### config.mk
export PLATFORM = sky130hd
export DESIGN_NAME = sync_rd_master
export DESIGN_NICKNAME = d
export VERILOG_FILES = /design/src/rtl/srm_pkg.sv /design/src/rtl/srm_ctrl.sv /design/src/rtl/srm_wait_cnt.sv /design/src/rtl/srm_capture.sv /design/src/rtl/sync_rd_master.sv
export SDC_FILE = /design/constraint.sdc
export NUM_CORES = 1
export LEC_CHECK = 0
export BUFFER_PORTS_ARGS = -buffer_cell sky130_fd_sc_hd__buf_2
export CAP_MARGIN = 10
export CORE_MARGIN = 8
export CORE_UTILIZATION = 25
export DETAILED_ROUTE_END_ITERATION = 16
export RECOVER_POWER = 25
export SETUP_SLACK_MARGIN = 0.05
export SYNTH_ARGS = -nofsm -noshare
export SYNTH_HDL_FRONTEND = slang
export SYNTH_HIERARCHICAL = 1
export SYNTH_SLANG_ARGS = --single-unit
### constraint.sdc
create_clock -name clk_i -period 1.6 [get_ports clk_i]
set_input_delay 0.08 -clock clk_i [delete_from_list [all_inputs] [get_ports clk_i]]
set_output_delay 0.08 -clock clk_i [all_outputs]
set_load 0.1 [all_outputs]
### src/rtl/srm_pkg.sv
package srm_pkg;
  typedef enum logic [2:0] {
    ST_IDLE,
    ST_ADDR,
    ST_STROBE,
    ST_WAIT,
    ST_DATA
  } srm_state_e;
endpackage

### src/rtl/srm_ctrl.sv
module srm_ctrl
  import srm_pkg::*;
(
  input  logic clk_i,
  input  logic rst_ni,
  input  logic req_valid_i,
  input  logic wait_ni,
  output logic accept_o,
  output logic capture_o,
  output logic wait_hit_o,
  output logic strobe_o,
  output logic done_o,
  output logic busy_o
);
  srm_state_e state_q, state_d;
  logic in_access;

  assign in_access  = (state_q == ST_STROBE) || (state_q == ST_WAIT);
  assign accept_o   = (state_q == ST_IDLE) && req_valid_i;
  assign capture_o  = in_access && wait_ni;
  assign wait_hit_o = in_access && !wait_ni;
  assign strobe_o   = in_access;
  assign done_o     = (state_q == ST_DATA);
  assign busy_o     = (state_q != ST_IDLE);

  always_comb begin
    state_d = state_q;
    unique case (state_q)
      ST_IDLE:   if (req_valid_i) state_d = ST_ADDR;
      ST_ADDR:   state_d = ST_STROBE;
      ST_STROBE,
      ST_WAIT:   state_d = wait_ni ? ST_DATA : ST_WAIT;
      ST_DATA:   state_d = ST_IDLE;
      default:   state_d = ST_IDLE;
    endcase
  end

  always_ff @(posedge clk_i or negedge rst_ni) begin
    if (!rst_ni) state_q <= ST_IDLE;
    else         state_q <= state_d;
  end
endmodule

### src/rtl/srm_wait_cnt.sv
module srm_wait_cnt #(
  parameter int CNT_W = 8
) (
  input  logic             clk_i,
  input  logic             rst_ni,
  input  logic             clear_i,
  input  logic             inc_i,
  output logic [CNT_W-1:0] count_o
);
  localparam logic [CNT_W-1:0] CNT_MAX = {CNT_W{1'b1}};

  logic [CNT_W-1:0] cnt_q;

  always_ff @(posedge clk_i or negedge rst_ni) begin
    if (!rst_ni)                        cnt_q <= '0;
    else if (clear_i)                   cnt_q <= '0;
    else if (inc_i && cnt_q != CNT_MAX) cnt_q <= cnt_q + 1'b1;
  end

  assign count_o = cnt_q;
endmodule

### src/rtl/srm_capture.sv
module srm_capture #(
  parameter int ADDR_W = 16,
  parameter int DATA_W = 8
) (
  input  logic              clk_i,
  input  logic              rst_ni,
  input  logic              accept_i,
  input  logic [ADDR_W-1:0] addr_i,
  input  logic              capture_i,
  input  logic [DATA_W-1:0] data_i,
  output logic [ADDR_W-1:0] addr_o,
  output logic [DATA_W-1:0] data_o
);
  logic [ADDR_W-1:0] addr_q;
  logic [DATA_W-1:0] data_q;

  // address held from acceptance until the next acceptance
  always_ff @(posedge clk_i or negedge rst_ni) begin
    if (!rst_ni)       addr_q <= '0;
    else if (accept_i) addr_q <= addr_i;
  end

  always_ff @(posedge clk_i or negedge rst_ni) begin
    if (!rst_ni)        data_q <= '0;
    else if (capture_i) data_q <= data_i;
  end

  assign addr_o = addr_q;
  assign data_o = data_q;
endmodule

### src/rtl/sync_rd_master.sv
module sync_rd_master #(
  parameter int ADDR_W = 16,
  parameter int DATA_W = 8,
  parameter int WCNT_W = 8
) (
  input  logic              clk_i,
  input  logic              rst_ni,
  input  logic              req_valid_i,
  input  logic [ADDR_W-1:0] req_addr_i,
  output logic              busy_o,
  output logic [ADDR_W-1:0] bus_addr_o,
  output logic              mreq_no,
  output logic              rd_no,
  input  logic              wait_ni,
  input  logic [DATA_W-1:0] bus_data_i,
  output logic              rsp_valid_o,
  output logic [DATA_W-1:0] rsp_data_o,
  output logic [WCNT_W-1:0] rsp_waits_o
);
  logic accept, capture, wait_hit, strobe, done, busy;

  srm_ctrl u_ctrl (
    .clk_i       (clk_i),
    .rst_ni      (rst_ni),
    .req_valid_i (req_valid_i),
    .wait_ni     (wait_ni),
    .accept_o    (accept),
    .capture_o   (capture),
    .wait_hit_o  (wait_hit),
    .strobe_o    (strobe),
    .done_o      (done),
    .busy_o      (busy)
  );

  srm_wait_cnt #(.CNT_W(WCNT_W)) u_wcnt (
    .clk_i   (clk_i),
    .rst_ni  (rst_ni),
    .clear_i (accept),
    .inc_i   (wait_hit),
    .count_o (rsp_waits_o)
  );

  srm_capture #(.ADDR_W(ADDR_W), .DATA_W(DATA_W)) u_cap (
    .clk_i     (clk_i),
    .rst_ni    (rst_ni),
    .accept_i  (accept),
    .addr_i    (req_addr_i),
    .capture_i (capture),
    .data_i    (bus_data_i),
    .addr_o    (bus_addr_o),
    .data_o    (rsp_data_o)
  );

  assign mreq_no     = ~strobe;
  assign rd_no       = ~strobe;
  assign rsp_valid_o = done;
  assign busy_o      = busy;
endmodule

## Yosys cells after proc, flatten, opt, wreduce, memory -nomap -nowiden

Cells that the tools add are included.

| operators by class | value |
|---|---|
| $add $sub $neg | 1 |
| bitwise logic cells | 1 |
| equality and inequality tests | 6 |
| reduce and logical (&&, ||, !) cells | 10 |
| muxes and demuxes | 5 |

Operators by type and width:

| cell | number |
|---|---|
| two-way mux 8 bit | 2 |
| case mux 3 bit (3 select lines) | 1 |
| adder 8 x 1 -> 8 bit, second input constant | 1 |
| != test 8 bit, second input constant | 1 |
| == test 3 x 2 -> 1 bit, second input constant | 2 |
| two-way mux 3 bit | 2 |
| logical AND 1 bit | 4 |
| == test 3 x 1 -> 1 bit, second input constant | 1 |
| == test 3 bit, second input constant | 1 |
| zero test 3 bit | 1 |
| nonzero test 3 bit | 1 |
| != test 2 bit, second input constant | 1 |
| nonzero test 2 bit | 1 |
| OR reduction 2 bit | 1 |
| zero test 1 bit | 1 |
| logical OR 1 bit | 1 |
| inverter 1 bit | 1 |

| word-level totals | value |
|---|---|
| bits of input ports | 28 |
| output and inout port bits | 36 |
| bits in registers | 35 |

## Longest topological paths before layout

Gate-level depths: netlist of run 1.

| depth | value |
|---|---|
| depth after elaboration | 6 |
| depth in mapped cells | 6 |
| gate-level depth less buffers | 5 |

## Cells and area by module

The synthesis of run 1 kept the hierarchy.

By module, submodules not included:

| module | instances | area each (um^2) | sequential area each (um^2) | cells each |
|---|---|---|---|---|
| srm_capture | 1 | 944.7 | 600.6 | 51 |
| srm_wait_cnt | 1 | 464.2 | 200.2 | 49 |
| srm_ctrl | 1 | 147.6 | 75.1 | 14 |
| sync_rd_master | 1 | 11.3 | 0.0 | 2 |

## Worst setup path before layout of run 1

Ideal clock, no wire load.

| path | value |
|---|---|
| kind | reg2reg |
| start point | register u_wcnt.cnt_q[0] (netlist: u_wcnt/count_o[0]) |
| end point | register u_wcnt.cnt_q[0] (netlist: u_wcnt/count_o[0]) |
| data required time | 1.475 ns |
| setup slack | -0.535 ns |
| data arrival time | 2.010 ns |
| period minus slack after synthesis | 2.135 ns |
| stages on the path, launching flop included | 5 |
| setup time | 0.125 ns |
| cells stage by stage | dfrtp_1 ha_1 and4_2 a21boi_1 mux2_2 |

| between the ends | value |
|---|---|
| cells in the longest elaborated chain, start to end | 3 |
| elaborated cells on any way between the ends | 6 |
| classes of those cells | 1 x add/sub; 1 x eq/ne; 2 x mux; 2 x reduce/logical |

RTL lines:

| what | line | text |
|---|---|---|
| start, declared | srm_wait_cnt.sv:12 | `logic [CNT_W-1:0] cnt_q;` |
| start signal, assigned | srm_wait_cnt.sv:17 | `else if (inc_i && cnt_q != CNT_MAX) cnt_q <= cnt_q + 1'b1;` |
| adder 8 x 1 -> 8 bit or != test 8 bit (tied branches) | srm_wait_cnt.sv:17 |  |
| two-way mux 8 bit or logical AND 1 bit (tied branches) | srm_wait_cnt.sv:17 |  |
| two-way mux 8 bit or nonzero test 2 bit (tied branches) | - |  |

Several ways; a longest one is shown, not always the timed one. The select of a mux whose other input is x is not followed.
A chain may end at the register's enable or synchronous reset.

## Final worst setup path of run 1

| path | value |
|---|---|
| start point | register u_ctrl.state_q[1] |
| end point | output busy_o |

| between the ends | value |
|---|---|
| cells in the longest elaborated chain, start to end | 1 |

RTL lines:

| what | line | text |
|---|---|---|
| start, declared | srm_ctrl.sv:15 | `srm_state_e state_q, state_d;` |
| start signal, assigned | srm_ctrl.sv:40 | `else state_q <= state_d;` |
| nonzero test 3 bit | srm_ctrl.sv:24 | `assign busy_o = (state_q != ST_IDLE);` |
| end, declared | sync_rd_master.sv:10 | `output logic busy_o,` |

No other way between the ends.

==> results of run 1 <==
## final timing paths
check / startpoint / endpoint / slack [ns] / depth (start not counted)
max: u_ctrl/state_q[1] / busy_o / 0.06 / 3
min: req_addr_i[2] / u_cap/addr_o[2] / 0.02 / 2
max reg2reg: u_ctrl/state_q[1] / u_cap/addr_o[5] / 0.07 / 5
min reg2reg: u_cap/data_o[1] / u_cap/data_o[1] / 0.50 / 1
max in group asynchronous: rst_ni / u_wcnt/count_o[0] / 0.53 / 3
min in group asynchronous: rst_ni / u_cap/data_o[1] / 0.28 / 2
## cells by family (layout without fill, tap and decap cells)
group,Yosys count,in the layout,share of synthesized area
multiplexers,27,27,0.217
adder cells (fa/ha/maj),1,1,0.00798
flip-flops,35,35,0.559
buffers and inverters,10,94,0.0431
AO/OA/AOI/OAI,11,11,0.0471
AND/OR/NAND/NOR,32,32,0.126
## metal layers
layer,share of wire,vias up,GRT usage
li1,-,577,-
met1,0.44,597,0.114
met2,0.44,52,0.125
met3,0.12,5,0.0378
met4,0.0094,0,0.0312
met5,0,-,0
## sequential cells by signal, indices dropped and copies added, names as in the netlist
signal and cells:
u_wcnt/count_o 8, u_cap/addr_o 16, u_cap/data_o 8, u_ctrl/state_q 3
## timing repair
item / in CTS / in global routing
setup buffers: 2 / 3
pin swaps: 0 / 1
cloned: 0 / 3
endpoints found under the hold margin: 35 / 0
resized for setup: 5 / 8
hold buffers: 1 / 0
setup endpoints to repair: 3 / 31
## layout by cell type, fill, tap and decap left out, types with 3 or more instances in the layout
| master | instances |
|---|---|
| dfrtp_1 | 27 |
| buf_12 | 5 |
| nand2b_1 | 3 |
| nor2b_1 | 3 |
| buf_4 | 9 |
| nor3_1 | 4 |
| buf_6 | 4 |
| nor2_1 | 3 |
| dfrtp_2 | 4 |
| clkbuf_8 | 5 |
| dfrtp_4 | 4 |
| mux2_4 | 11 |
| mux2_2 | 15 |
| buf_2 | 58 |
## per-stage QoR
step / setup slack, ns / instance area, µm² / setup TNS [ns]
after global routing: 0.0189 / 2390 / 0
after CTS: 0.0469 / 2280 / 0
final: 0.0623 / 2390 / 0
after global placement: 0.0642 / 2130 / 0
after detailed placement: -0.0587 / 2130 / -0.108
after floorplan: -0.0499 / 1620 / -0.0730
## cell type report
type	count	area, µm²	share of cell area
Sequential cell	35	896	0.375
Tap cell	77	96.3	0.0404
Inverter	4	18.8	0.00786
Timing Repair Buffer	82	577	0.242
Multi-Input combinational cell	71	687	0.288
Clock inverter	3	43.8	0.0183
Clock buffer	5	68.8	0.0288
## worst register-to-register path: stages (launching register included)
cell	delay, ns
dfrtp_1	0.44
buf_6	0.14
nor4b_4	0.21
buf_6	0.17
clkbuf_16	0.16
mux2_4	0.30
==> impl_metrics.py, run 1 <==
metrics = {
    "status": {
        "status": "finished clean",
    },
    "cells_and_area": {
        "finalNonFillerCells": 277,
        "area_growth_syn_to_layout_pct": 52.3,
        "fillCellCount": 606,
        "post-route-util": 0.385,
        "antenna_cells": 0,
        "drive_gt1_frac": 0.675,
        "nets": 228,
    },
    "critical_path": {
        "cpLargestDelayFamily": "flip-flops",
        "crit_fanout": 3,
        "cp_data_arrival_time_ns": 1.46,
        "critPathSlowestCell": "dfrtp_1",
        "path_common_cell": "buf_4",
        "endpoint_kind": "output pin",
        "critPathRequiredTime_ns": 1.52,
        "max_stage_delay_ns": 0.44,
        "worst-path-buf-inv": 2,
        "crit_chain": "buf_4 -> or3_1 -> buf_4",
        "crit_path_start_kind": "flop",
        "path_class": "flop to output pin",
    },
    "floorplanning": {
        "die_y_um": 95.2,
        "die_x_um": 95.2,
        "core_area_um2": 6200,
        "dieArea_um2": 9060,
        "placementRows": 29,
        "pin_count": 64,
        "start_util": 0.253,
    },
    "clock_tree": {
        "cts_tree": "yes",
        "cts-htree-levels": 2,
        "clock_latency_ns": 0.28,
        "cts_sinks": 35,
        "cts_inserted_buffers": 5,
        "cts_root_buffer": "clkbuf_8",
        "clk_path_buf_depth": 2,
        "clkSlewWorstSetupHoldPaths_ns": 0.08,
    },
    "logic_synthesis": {
        "async_flop_share": 1.00,
        "syn_area_um2": 1570,
        "ys_top_cells_by_area": "dfrtp_1, mux2_2, mux2_4",
        "yosysWarnings": 6,
        "synthDistinctLibCells": 36,
        "syn_nets": 145,
        "synth-seq-area-share": 0.559,
        "avgSynthCellArea_um2": 13.5,
        "synth_top_area_cell": "dfrtp_1",
        "synth.most_common_cell": "dfrtp_1",
        "netlist_top_cells_count": "dfrtp_1, mux2_2, mux2_4",
        "yosysTopAreaCellShare": 0.559,
        "ys.flop_type": "dfrtp_1",
        "synth_seq_cells": 35,
        "synth-edff-count": 0,
        "syn-instance-count": 116,
    },
    "detailed_routing": {
        "viasPerCell": 4.44,
        "drc": 0,
        "dr.pass1.iters": 4,
        "postRouteAntennaNets": 0,
        "wirelength_mm": 4.05,
        "dr.first_iter.drc_count": 25,
        "vias": 1231,
        "wl_per_cell_um": 14.6,
    },
    "global_routing": {
        "overflow": 0,
        "grt_util_all_layers": 0.0873,
        "grt_first_pass_wirelength_mm": 6.20,
        "antenna_found_initial": 0,
        "grt_max_degree": 29,
        "grt_pass1_vias": 1266,
    },
    "sta": {
        "timing.final.hold_violations": 0,
        "slew_headroom": 0.645,
        "period_minus_slack_ns": 1.54,
        "fmax_mhz": 650,
        "finClkSkew_ns": 0.00669,
        "setup_violations": 0,
        "rsz0062_at_grt": "true",
        "worstMarginPinSlew_ns": 0.533,
        "maxSlewViolCount": 0,
        "fin_crit_sh": 0.961,
        "hold_slack_ns": 0.0223,
    },
    "placement": {
        "hpwl_mm": 2.89,
        "gp_congestion": 0.789,
        "io_buffers": 63,
        "place_inst": 260,
    },
    "job": {
        "maxCapViolations": 0,
    },
    "min_path": {
        "worstHoldPathType": "input pin to flop",
    },
}
Power of run 1 is not shown: default switching activity piles up to over one toggle a cycle in this logic, so the estimate is an artifact.
==> run 2, diff against run 1 <==
--- a/config.mk
+++ b/config.mk
@@ -10,6 +10,7 @@
 export CORE_MARGIN = 8
 export CORE_UTILIZATION = 25
 export DETAILED_ROUTE_END_ITERATION = 16
+export PLACE_DENSITY = 0.59
 export RECOVER_POWER = 25
 export SETUP_SLACK_MARGIN = 0.05
 export SYNTH_ARGS = -nofsm -noshare
==> run 2 against run 1 <==
Fmax up 1.3%. Count of clock-buffer cells in the layout is 1 higher. Routed wire length down 0.94%. Flip-flop and latch count unchanged. Register-to-register slack barely moved. Highest routed layer unchanged. Hold slack better by 0.0082 ns. Cell area is 6.3% lower. Via count down 4.9%. Worst setup slack better by 0.019 ns. Critical path depth grew 1. Sequential share of layout area up 2.6 points. Die area stayed put.
==> impl_metrics.py, run 2 (synthesis gave the netlist of run 1 again) <==
metrics = {
    "status": {
        "status": "finished clean",
    },
    "clock_tree": {
        "clkSlewWorstSetupHoldPaths_ns": 0.07,
        "clock_latency_ns": 0.27,
        "cts_root_buffer": "clkbuf_8",
        "clk_path_buf_depth": 2,
        "cts_tree": "yes",
        "cts_inserted_buffers": 5,
        "cts-htree-levels": 2,
        "cts_sinks": 35,
    },
    "sta": {
        "rsz0062_at_grt": "true",
        "fin_crit_sh": 0.949,
        "timing.final.hold_violations": 0,
        "maxSlewViolCount": 0,
        "slew_headroom": 0.376,
        "fmax_mhz": 659,
        "period_minus_slack_ns": 1.52,
        "finClkSkew_ns": 0.00406,
        "worstMarginPinSlew_ns": 0.935,
        "setup_violations": 0,
        "hold_slack_ns": 0.0305,
    },
    "critical_path": {
        "rrSetupSlack_ns": 0.08,
        "path_class": "flop to flop",
        "reg2regPathDepth": 4,
        "timing.rr.start": "u_wcnt/count_o[1]",
        "critPathSlowestCell": "dfrtp_4",
        "crit_chain": "ha_4 -> and4_4 -> a21boi_2 -> mux2_4",
        "max_stage_delay_ns": 0.51,
        "endpoint_kind": "flop",
        "cp_data_arrival_time_ns": 1.68,
        "r2r-end": "u_wcnt/count_o[0]",
        "crit_path_start_kind": "flop",
        "crit_fanout": 5,
        "critPathRequiredTime_ns": 1.76,
    },
    "placement": {
        "gp_congestion": 0.729,
        "hpwl_mm": 2.94,
        "io_buffers": 63,
        "dpl_cell_area_um2": 2060,
    },
    "min_path": {
        "worstHoldPathType": "input pin to flop",
        "min_to": "u_cap/data_o[3]",
        "min_from": "bus_data_i[3]",
        "holdPathStages": 2,
    },
    "cells_and_area": {
        "largest_register_ff_count": 16,
        "drive_gt1_frac": 0.660,
        "layout.cells.most_common": "buf_2",
        "multi_input_area_um2": 677,
        "layout_common_cells": "buf_2, dfrtp_1, mux2_2",
        "antenna_cells": 0,
        "fin_area_um2": 2240,
        "nets": 220,
        "area_growth_syn_to_layout_pct": 42.6,
        "fillCellCount": 604,
        "seq_area_um2": 897,
    },
    "floorplanning": {
        "start_util": 0.253,
        "pin_count": 64,
        "placementRows": 29,
        "die_y_um": 95.2,
        "dieArea_um2": 9060,
        "die_x_um": 95.2,
        "core_area_um2": 6200,
    },
    "global_routing": {
        "overflow": 0,
        "grt_first_pass_wirelength_mm": 5.89,
        "antenna_found_initial": 0,
        "grt_util_all_layers": 0.0833,
        "grt_max_degree": 29,
        "grt_pass1_vias": 1190,
    },
    "detailed_routing": {
        "wirelength_mm": 4.01,
        "wl_per_cell_um": 15.0,
        "drc": 0,
        "vias": 1171,
        "dr.pass1.iters": 4,
        "postRouteAntennaNets": 0,
        "dr.first_iter.drc_count": 32,
        "viasPerCell": 4.37,
    },
    "job": {
        "maxCapViolations": 0,
    },
}
run 2: changes by cell type in the layout (fill, tap and decap cells not counted), sizes merged:
cell	delta
bufinv	-1
clkbuf	+1
buf	-8
clkinv	-1
run 2: worst max path at each step:
stage                           start                 to  cells after the start
floorplan           u_wcnt/count_o[1]  u_wcnt/count_o[0]                      4
CTS                 u_ctrl/state_q[1]    u_cap/data_o[4]                      4
global placement    u_ctrl/state_q[1]  u_wcnt/count_o[7]                      5
finish              u_wcnt/count_o[1]  u_wcnt/count_o[0]                      4
detailed placement  u_ctrl/state_q[1]  u_wcnt/count_o[7]                      5
global route        u_ctrl/state_q[2]  u_wcnt/count_o[7]                      5
run 2: final cells by class:
class	instances	share of cell area
clock buffer	6	0.0369
timing repair buffer	74	0.205
inverter	4	0.00839
multi-input combinational	71	0.303
clock inverter	1	0.00224
sequential	35	0.401
tap	77	0.0431
run 2: per-stage QoR:
step	worst slack, ns	std cells	util	TNS (ns)
final	0.0817	268	0.360	0
after global placement	0.0514	257	0.332	0
after global routing	0.0289	268	0.360	0
after CTS	0.0463	265	0.348	0
after detailed placement	0.0109	257	0.332	0
after floorplan	-0.0499	116	-	-0.0730
run 2: per-layer routing:
metal / routed length (µm) / GRT usage / part of all wire / vias to the layer above
met3: 552 / 0.0339 / 0.14 / 6
li1: - / - / - / 558
met5: 0 / 0 / 0 / -
met2: 1700 / 0.133 / 0.42 / 55
met4: 61 / 0.0364 / 0.015 / 0
met1: 1700 / 0.0965 / 0.42 / 552
run 2: critical path: cells and delay by family, from the launching register on:
| family | cells | cell delay (ns) |
|---|---|---|
| DFF | 1 | 0.51 |
| muxes | 1 | 0.31 |
| and+or+nand+nor | 1 | 0.20 |
| AOI/OAI and AO/OA | 1 | 0.20 |
| adders and majority gates | 1 | 0.17 |
run 2: timing repair:
action | in CTS | in global routing
cloned | 0 | 2
endpoints found under the hold margin | 15 | 0
setup endpoints to repair | 2 | 19
hold buffers | 1 | 0
resized for setup | 2 | 8
buffers inserted | 0 | 1
Power of run 2 is left out for the same reason.
==> run 3, diff against run 2 <==
--- a/config.mk
+++ b/config.mk
@@ -5,12 +5,14 @@
 export SDC_FILE = /design/constraint.sdc
 export NUM_CORES = 1
 export LEC_CHECK = 0
+export ABC_AREA = 1
 export BUFFER_PORTS_ARGS = -buffer_cell sky130_fd_sc_hd__buf_2
 export CAP_MARGIN = 10
 export CORE_MARGIN = 8
 export CORE_UTILIZATION = 25
 export DETAILED_ROUTE_END_ITERATION = 16
-export PLACE_DENSITY = 0.59
+export MAX_ROUTING_LAYER = met4
+export PLACE_DENSITY = 0.58
 export RECOVER_POWER = 25
 export SETUP_SLACK_MARGIN = 0.05
 export SYNTH_ARGS = -nofsm -noshare
==> run 3 against run 2 <==
Final cell count rose by 36%. First-iteration DRC count up 16%. Non-clock buffer count up 11. Core utilization grew 0.45 points. Clock skew rose by 0.0050 ns. Global-route usage grew 1.9 points. Critical endpoint is now rd_no. Largest cell class unchanged. Highest routed layer unchanged.
==> impl_metrics.py, run 3 <==
metrics = {
    "placement": {
        "hpwl_mm": 3.21,
        "io_buffers": 63,
        "gp_congestion": 0.817,
    },
    "logic_synthesis": {
        "syn_area_um2": 1620,
        "synth.most_common_cell": "nand2_1",
        "synth_top_area_cell": "dfrtp_1",
        "syn_nets": 228,
        "yosysTopAreaCellShare": 0.541,
        "async_flop_share": 1.00,
        "netlist_top_cells_count": "nand2_1, dfrtp_1, inv_1, nor2_1, nand3_1",
        "syn-instance-count": 199,
        "ys.flop_type": "dfrtp_1",
        "avgSynthCellArea_um2": 8.14,
        "ys_top_cells_by_area": "dfrtp_1, nand2_1, inv_1",
        "synth-edff-count": 0,
        "synth_seq_cells": 35,
        "synthDistinctLibCells": 23,
        "yosysWarnings": 6,
        "synth-seq-area-share": 0.541,
    },
    "detailed_routing": {
        "wirelength_mm": 4.26,
        "dr.pass1.iters": 4,
        "wl_per_cell_um": 11.7,
        "viasPerCell": 4.05,
        "postRouteAntennaNets": 0,
        "vias": 1476,
        "drc": 0,
        "dr.first_iter.drc_count": 37,
    },
    "min_path": {
        "holdPathStages": 3,
        "min_from": "req_addr_i[0]",
        "worstHoldPathType": "input pin to flop",
        "min_to": "u_cap/addr_o[0]",
    },
    "critical_path": {
        "max_stage_delay_ns": 0.45,
        "critPathSlowestCell": "dfrtp_1",
        "worst-path-buf-inv": 3,
        "r2r-end": "u_wcnt/count_o[3]",
        "endpoint_kind": "output pin",
        "critPathRequiredTime_ns": 1.52,
        "cp-startpoint": "u_ctrl/state_q[1]",
        "cp_data_arrival_time_ns": 1.37,
        "path_class": "flop to output pin",
        "cpLargestDelayFamily": "buffers and inverters",
        "crit_fanout": 5,
        "crit_chain": "inv_1 -> nor2_1 -> clkinvlp_4 -> clkbuf_4",
        "crit_path_start_kind": "flop",
        "timing.rr.start": "u_ctrl/state_q[1]",
        "reg2regPathDepth": 8,
        "rrSetupSlack_ns": 0.19,
    },
    "sta": {
        "maxSlewViolCount": 0,
        "fin_crit_sh": 0.909,
        "worstMarginPinSlew_ns": 0.939,
        "setup_violations": 0,
        "fmax_mhz": 688,
        "tns_ns": 0,
        "period_minus_slack_ns": 1.45,
        "slew_headroom": 0.374,
        "rsz0062_at_grt": "true",
        "finClkSkew_ns": 0.00902,
        "hold_slack_ns": 0.00942,
        "timing.final.hold_violations": 0,
    },
    "global_routing": {
        "antenna_found_initial": 0,
        "grt_util_all_layers": 0.102,
        "grt_first_pass_wirelength_mm": 7.24,
        "grt_pass1_vias": 1557,
        "grt_max_degree": 18,
        "overflow": 0,
    },
    "cells_and_area": {
        "antenna_cells": 0,
        "layout.cells.most_common": "nand2_1",
        "drive_gt1_frac": 0.341,
        "post-route-util": 0.365,
        "nets": 315,
        "largest_register_ff_count": 16,
        "area_growth_syn_to_layout_pct": 42.3,
        "layout_common_cells": "nand2_1, buf_2, dfrtp_1",
    },
    "clock_tree": {
        "clk_path_buf_depth": 2,
        "clock_latency_ns": 0.28,
        "cts_tree": "yes",
        "cts_root_buffer": "clkbuf_8",
        "cts-htree-levels": 2,
        "cts_inserted_buffers": 5,
        "clkSlewWorstSetupHoldPaths_ns": 0.07,
        "cts_sinks": 35,
    },
    "floorplanning": {
        "start_util": 0.256,
        "dieArea_um2": 9310,
        "core_area_um2": 6310,
        "die_y_um": 96.5,
        "die_x_um": 96.5,
        "pin_count": 64,
        "placementRows": 29,
    },
    "job": {
        "maxCapViolations": 0,
    },
    "status": {
        "status": "finished clean",
    },
}
run 3: worst max-delay path by stage:
stage,to,slack [ns],depth (start not counted)
floorplan,u_wcnt/count_o[7],0.06,7
global placement,u_wcnt/count_o[7],0.18,7
detailed placement,u_wcnt/count_o[7],0.11,7
CTS,u_wcnt/count_o[7],0.10,7
global route,u_wcnt/count_o[7],0.03,3
finish,rd_no,0.15,4
run 3: cell type report:
cell class,instances,area (µm²)
Sequential cell,35,891
Multi-Input combinational cell,140,617
Tap cell,77,96.3
Fill cell,669,4010
Inverter,19,85.1
Clock buffer,7,76.3
Timing Repair Buffer,85,533
Clock inverter,1,5.00
run 3: logic make-up after synthesis:
group	Yosys count	share of synthesized area
flops	35	0.541
simple gates	131	0.337
compound gates	8	0.0301
buf+inv	24	0.0842
fa+ha+maj	1	0.00773
run 3: repair_timing:
item,CTS,global route
endpoints found under the hold margin,30,0
resized for setup,0,3
endpoints found under the setup margin,0,6
buffers inserted,0,0
hold buffers,17,0
run 3: worst register-to-register path, cell delays in order (launching register included):
cell and delay, ns:
dfrtp_1 0.45, nor2_1 0.18, nand2_1 0.09, inv_1 0.14, inv_1 0.12, nand2_4 0.14, clkinv_4 0.08, nand2_1 0.06
nand2_1 0.05
run 3: through the flow:
step                cells  setup slack [ns]  area, µm²
finish                364             0.146       2300
floorplan             199            0.0557       1650
CTS                   364             0.101       2300
global placement      339             0.184       2050
global route          364            0.0275       2300
detailed placement    339             0.109       2050
run 3: per-layer routing:
| metal | track usage | vias to the layer above | wire length (µm) |
|---|---|---|---|
| li1 | - | 778 | - |
| met1 | 0.117 | 652 | 1830 |
| met2 | 0.168 | 40 | 2060 |
| met3 | 0.0301 | 6 | 325 |
| met4 | 0.0328 | 0 | 46 |
| met5 | - | - | 0 |
Power of run 3 is left out for the same reason.
